===== src/rtl/trsc_pkg.sv =====
// Package: shared types and the per-thread run rule.
// Assumes: callers pass single-bit flags already qualified by range.
package trsc_pkg;

    // State held for one thread context.
    typedef struct packed {
        logic run;
        logic halt_p;
        logic resume_p;
    } thr_state_t;

    // A thread may run when enabled by count, not halted, and activated.
    function automatic logic thread_may_run(input logic in_range,
                                            input logic halt_bit,
                                            input logic act_bit);
        return in_range & ~halt_bit & act_bit;
    endfunction

endpackage


===== src/rtl/trsc_eval_sched.sv =====
// Module: deferral and merging of re-evaluation requests.
// A request sets the pending flag unless one is already pending; a pending
// flag means "evaluate at this edge" and is cleared by that evaluation, which
// also absorbs any request sampled at the same edge.
module trsc_eval_sched (
    input  logic clk,
    input  logic rst_n,
    input  logic req,
    output logic eval_now
);
    logic pend_q;

    // Pending flag: set by a fresh request, cleared by the evaluation.
    always_ff @(posedge clk) begin
        if (!rst_n)
            pend_q <= 1'b0;
        else if (pend_q)
            pend_q <= 1'b0;
        else
            pend_q <= req;
    end

    assign eval_now = pend_q;
endmodule


===== src/rtl/trsc_thread_slot.sv =====
// Module: run state of one thread context.
// On an evaluation it applies the run rule and records a halt or resume
// pulse when the state flips; outside evaluations the pulses are cleared.
// Assumes: IDX is a constant thread index below 2**CNT_W.
module trsc_thread_slot
    import trsc_pkg::*;
#(
    parameter int CNT_W = 2,
    parameter int IDX   = 0
) (
    input  logic             clk,
    input  logic             rst_n,
    input  logic             eval_now,
    input  logic [CNT_W-1:0] max_tid,
    input  logic             halt_bit,
    input  logic             act_bit,
    output thr_state_t       st
);
    localparam logic [CNT_W:0] MY_IDX   = (CNT_W+1)'(IDX);
    localparam logic           RST_RUN  = (IDX == 0);

    logic in_range;
    logic want;

    // Range check against the configured highest index, then the run rule.
    always_comb begin
        in_range = ({1'b0, max_tid} >= MY_IDX);
        want     = thread_may_run(in_range, halt_bit, act_bit);
    end

    // State update: reset value, evaluation, or pulse clearing.
    always_ff @(posedge clk) begin
        if (!rst_n) begin
            st.run      <= RST_RUN;
            st.halt_p   <= 1'b0;
            st.resume_p <= 1'b0;
        end else if (eval_now) begin
            st.run      <= want;
            st.halt_p   <= st.run & ~want;
            st.resume_p <= ~st.run & want;
        end else begin
            st.halt_p   <= 1'b0;
            st.resume_p <= 1'b0;
        end
    end
endmodule


===== src/rtl/thread_run_ctrl.sv =====
// Module: top of the thread run-state controller.
// Re-evaluates every thread in parallel one cycle after a control-register
// write request, merging requests that arrive while one is pending.
// Assumes: halt and activated bits come straight from the register file and
// already reflect the write by the evaluation edge.
module thread_run_ctrl
    import trsc_pkg::*;
#(
    parameter int NUM_THREADS = 4,
    parameter int CNT_W       = (NUM_THREADS > 1) ? $clog2(NUM_THREADS) : 1
) (
    input  logic                   clk,
    input  logic                   rst_n,
    input  logic                   reg_write,
    input  logic [CNT_W-1:0]       max_tid,
    input  logic [NUM_THREADS-1:0] halt_bits,
    input  logic [NUM_THREADS-1:0] act_bits,
    output logic [NUM_THREADS-1:0] run_en,
    output logic [NUM_THREADS-1:0] halt_pulse,
    output logic [NUM_THREADS-1:0] resume_pulse
);
    logic eval_now;

    trsc_eval_sched u_sched (
        .clk      (clk),
        .rst_n    (rst_n),
        .req      (reg_write),
        .eval_now (eval_now)
    );

    for (genvar i = 0; i < NUM_THREADS; i++) begin : g_thr
        thr_state_t st;

        trsc_thread_slot #(.CNT_W(CNT_W), .IDX(i)) u_slot (
            .clk      (clk),
            .rst_n    (rst_n),
            .eval_now (eval_now),
            .max_tid  (max_tid),
            .halt_bit (halt_bits[i]),
            .act_bit  (act_bits[i]),
            .st       (st)
        );

        assign run_en[i]       = st.run;
        assign halt_pulse[i]   = st.halt_p;
        assign resume_pulse[i] = st.resume_p;
    end
endmodule


===== config.mk =====
export PLATFORM = sky130hd
export DESIGN_NAME = thread_run_ctrl
export DESIGN_NICKNAME = d
export VERILOG_FILES = /design/src/rtl/trsc_pkg.sv /design/src/rtl/trsc_eval_sched.sv /design/src/rtl/trsc_thread_slot.sv /design/src/rtl/thread_run_ctrl.sv
export SDC_FILE = /design/constraint.sdc
export NUM_CORES = 1
export LEC_CHECK = 0
export BUFFER_PORTS_ARGS = -buffer_cell sky130_fd_sc_hd__buf_2
export CORE_AREA = 2 2 39 41
export DETAILED_ROUTE_END_ITERATION = 10
export DIE_AREA = 0 0 41 43
export PLACE_DENSITY = 0.61
export SYNTH_ARGS = -nofsm -noshare
export SYNTH_HDL_FRONTEND = slang
export SYNTH_SLANG_ARGS = --single-unit
export TNS_END_PERCENT = 20

===== constraint.sdc =====
create_clock -name clk -period 1.1 [get_ports clk]
set_clock_uncertainty 0.1 [all_clocks]
set_input_delay 0.11 -clock clk [delete_from_list [all_inputs] [get_ports clk]]
set_output_delay 0.11 -clock clk [all_outputs]
set_load 0.01 [all_outputs]

# Word-level counts from Yosys, hierarchy flattened
# Cells that the tools add are included.
# word_totals
ff_bits,13
inputBits,13
out_inout_bits,12
elab_cells,46
# classes
n_lt_le_gt_ge,3
n_bitwise,28
reduce_logical,2
# op_table
operator,count
$and A1 B1 Y1,15
$not A1 Y1,13
$ge A2 B2 Y1 const B,2
$ge A2 B1 Y1 const B,1
$reduce_and A2 Y1,1
$reduce_or A2 Y1,1

# Longest topological paths before layout
# logic_depth
depth_word,5
mapped_depth,2
ltp_nobuf,2

# Modules after synthesis
# From an unflattened synthesis, not the netlist that was laid out.
# unflattened
hier_cells,40
area_unflattened_um2,491.7
# by_module_without_submodules
module,instances,cells_each,area_per_inst_um2,seq_area_each_um2
trsc_thread_slot at g_thr[1].u_slot,1,10,127.6,60.1
trsc_thread_slot at g_thr[3].u_slot,1,9,113.9,60.1
trsc_thread_slot at g_thr[0].u_slot,1,10,111.4,60.1
trsc_thread_slot at g_thr[2].u_slot,1,9,110.1,60.1
trsc_eval_sched,1,2,28.8,20.0

# Worst setup path after synthesis
# OpenSTA, ideal clock, no wires.
# synth_timing
path_type,register to register
startpoint,"reg u_sched.pend_q, in the netlist u_sched.eval_now"
endpoint,"reg, netlist name g_thr[0].u_slot.st[1]"
setup_ns,0.115
arrival_ns,0.631
required_ns,0.885
path_slack_ns,0.254
path_stages_with_launch,3
path_buffers,0
period_less_slack_ns,0.846
cell_sequence,dfxtp_1 -> and2_1 -> and3_1
# synth_via
elab_chain_cells,1
# synth_rtl
element,line,rtl
from (decl),trsc_eval_sched.sv:11,logic pend_q;
from (signal assigned),trsc_eval_sched.sv:20,pend_q <= req;
$reduce_and A2 Y1 (no line),-,
# Every way passes these cells.
# A chain may end at the register's enable or synchronous reset.

# Worst setup path in the final report
# layout_timing
startpoint,in rst_n
endpoint,"reg, netlist name g_thr[2].u_slot.st[1]"
# layout_via
elab_chain_cells,1
# layout_rtl
element,line,rtl
from (decl),thread_run_ctrl.sv:13,"input logic rst_n,"
$reduce_and A2 Y1 (no line),-,
# Every way passes these cells.

==> impl_metrics.ini <==
[placed_design]
placedInstanceArea_sq_um = 571
gp_congestion = 0.737
place_ws_ns = 0.190
dp_hpwl_um = 656
dpl.cell_count = 78
io_buffers = 24

[floorplanning]
die_x_um = 41
core_sq_um = 1380
die_h_um = 43
rows = 14
die_area_sq_um = 1760
initial_core_util_pct = 31.1
pin_count = 25

[global_route]
grt_usage_pct = 10.1
antenna_found_initial = 0
grt_overflow_total = 0
grt_pass1_vias = 296
grt_max_degree = 8
grt_pass1_wl_um = 1170

[timing]
max_slew_margin_pct = 79.4
fmax_mhz = 939
grt_setup_unrepaired = false
hold_violations = 0
fin_ws_ns = 0.0350
setup_viol = 0
fin_tns_setup_ns = 0
worstMarginPinSlew_ns = 0.308
fin_crit_ns = 1.06
slew_viol_final = 0
min_period_over_period_pct = 96.8

[worst_setup_path]
startpoint_type = input pin
crit_arrival_ns = 1.13
rrSetupSlack_ns = 0.18
cp.required_ns = 1.16
path_class = input pin to flip-flop
cp_max_fo = 7
endpoint_kind = flip-flop

[synthesis]
synth_compound_area_share_pct = 9.30
ys_seq_area_share_pct = 60.5
ys.flop_type = dfxtp_1
synth-edff-count = 0
syn_area_per_cell_sq_um = 11.3
synth_top_family_by_area = simple AND/OR/NAND/NOR gates
synthCells = 38
async_flop_share_pct = 0
synth-xor-area-share_pct = 0
yosys.area.top_type = dfxtp_1
yosysMostFrequentCell = dfxtp_1
yosysTopAreaCellShare_pct = 60.5
synthTopCellsByArea = dfxtp_1 60%, nand3b_1 7.0%, and3_1 5.8%
ys_seq_elements = 13
synth_cell_types = 15
synth_mux_area_share_pct = 0
yosys-top-cells-count = 13 x dfxtp_1, 4 x and3_1, 4 x nand3b_1
synth_fp_nets = 51
synth_area_sq_um = 430
synth_fa_ha_area_share_pct = 0
yosysWarnings = 0
yosys.area_share.simple_pct = 29.4

[clocking]
clk_latency_ns = 0.26
clkSinkCount = 13
path_clk_slew_ns = 0.07
cts_root_buffer = clkbuf_4
clockBufferDepth = 2
cts_tree = done
cts_buffers = 3
postCtsSetupBuffers = 0
cts-htree-levels = 1

[detailed_routing]
wl_per_cell_um = 9.85
drt_first_iter_violations = 7
wirelength_um = 827
antenna_left = 0
dr.pass1.iters = 4
vias_per_cell = 4.83
num_vias = 406
drcViolationCount = 0

[final_layout]
drive_gt1_share_pct = 47.1
fillers = 155
diodes = 0
nNetsFinal = 82
finalNonFillerCells = 84
design_area_sq_um = 624
synthToLayoutAreaGrowth_pct = 45.1

[hold_path]
hold_class = input pin to flip-flop

[power_and_ir_drop]
p_switching_uw = 172
power_leakage_nw = 0.310
power_frac_comb_pct = 8.4
sw_frac_of_total_pct = 20.8
p_int_uw = 658
seqPwrFrac_pct = 58.7
powerDensity_nw_per_um2 = 1330
peakVddDrop_mv = 0.682
p_clk_share_pct = 32.9

[status]
status = finished clean

[run]
maxCapViolations = 0
-- power groups by stage --
stage | clock, mW | combinational [mW] | sequential [mW]
floorplan | 0 | 0.0245 | 0.500
global placement | 0 | 0.0617 | 0.498
detailed placement | 0 | 0.0628 | 0.498
CTS | 0.285 | 0.0684 | 0.486
global route | 0.311 | 0.0778 | 0.488
finish | 0.273 | 0.0698 | 0.487
-- registers in the layout, summed over array words and instances, names as in the netlist --
signal,cells
g_thr.u_slot.st,12
u_sched.eval_now,1
-- path summary, 6_finish.rpt --
kind | end | startpoint | depth (start not counted)
max | g_thr[2].u_slot.st[1]$_SDFF_PN0_ | rst_n | 4
max reg2reg | g_thr[0].u_slot.st[0]$_SDFF_PN0_ | u_sched.eval_now$_SDFF_PP0_ | 2
min reg2reg | g_thr[2].u_slot.st[0]$_SDFF_PN0_ | g_thr[2].u_slot.st[2]$_SDFFE_PN0P_ | 1
min | g_thr[0].u_slot.st[0]$_SDFF_PN0_ | act_bits[0] | 3
-- metrics by stage --
step	total power, mW	utilization, %	hold slack [ns]
CTS	0.840	44.6	0.0388
detailed placement	0.560	41.2	0.256
global route	0.877	45.1	0.0447
finish	0.830	45.1	0.0435
global placement	0.559	41.2	0.250
floorplan	0.525	-	0.0989
-- cell type report --
type                       count  area (sq um)  area share, %
sequential                    13           260           41.7
multi-input combinational     24           174           27.9
timing repair buffer          26           140           22.4
clock buffer                   4          26.3           4.21
tap                           16          20.0           3.21
inverter                       1          3.75          0.601
-- layout by cell type, fill, tap and decap left out, drive strengths merged --
cell	instances
dlygate4sd3	2
inv	1
nand3b	4
and3	4
o31ai	1
nand2	1
o211a	1
buf	24
nor2	1
o211ai	1
nor4	1
dfxtp	13
nand2b	3
and2	1
nor3	3
nand4b	1
clkbuf	4
o21ai	2
-- logic make-up (layout without fill, tap and decap cells) --
group           after synthesis  after routing
compound gates                5              5
flops                        13             13
simple gates                 19             19
buf+inv                       1             31
-- layer usage --
| metal | vias to the layer above | track usage, % | wire length (um) |
|---|---|---|---|
| met5 | - | 0 | 0 |
| met4 | 0 | 10.0 | 23 |
| met3 | 4 | 1.57 | 103 |
| met2 | 26 | 13.8 | 362 |
| met1 | 178 | 12.5 | 337 |
| li1 | 198 | - | - |
-- critical path: stages --
cell and delay (ns):
dlygate4sd3_1 0.53, buf_2 0.16, and2_4 0.17, and3_1 0.15
-- timing repair --
item,CTS,global route
hold buffers,2,0
setup endpoints to repair,0,5
resized for setup,0,3
hold endpoints to repair,2,0
No activity file was read; power rests on OpenSTA's default activity.
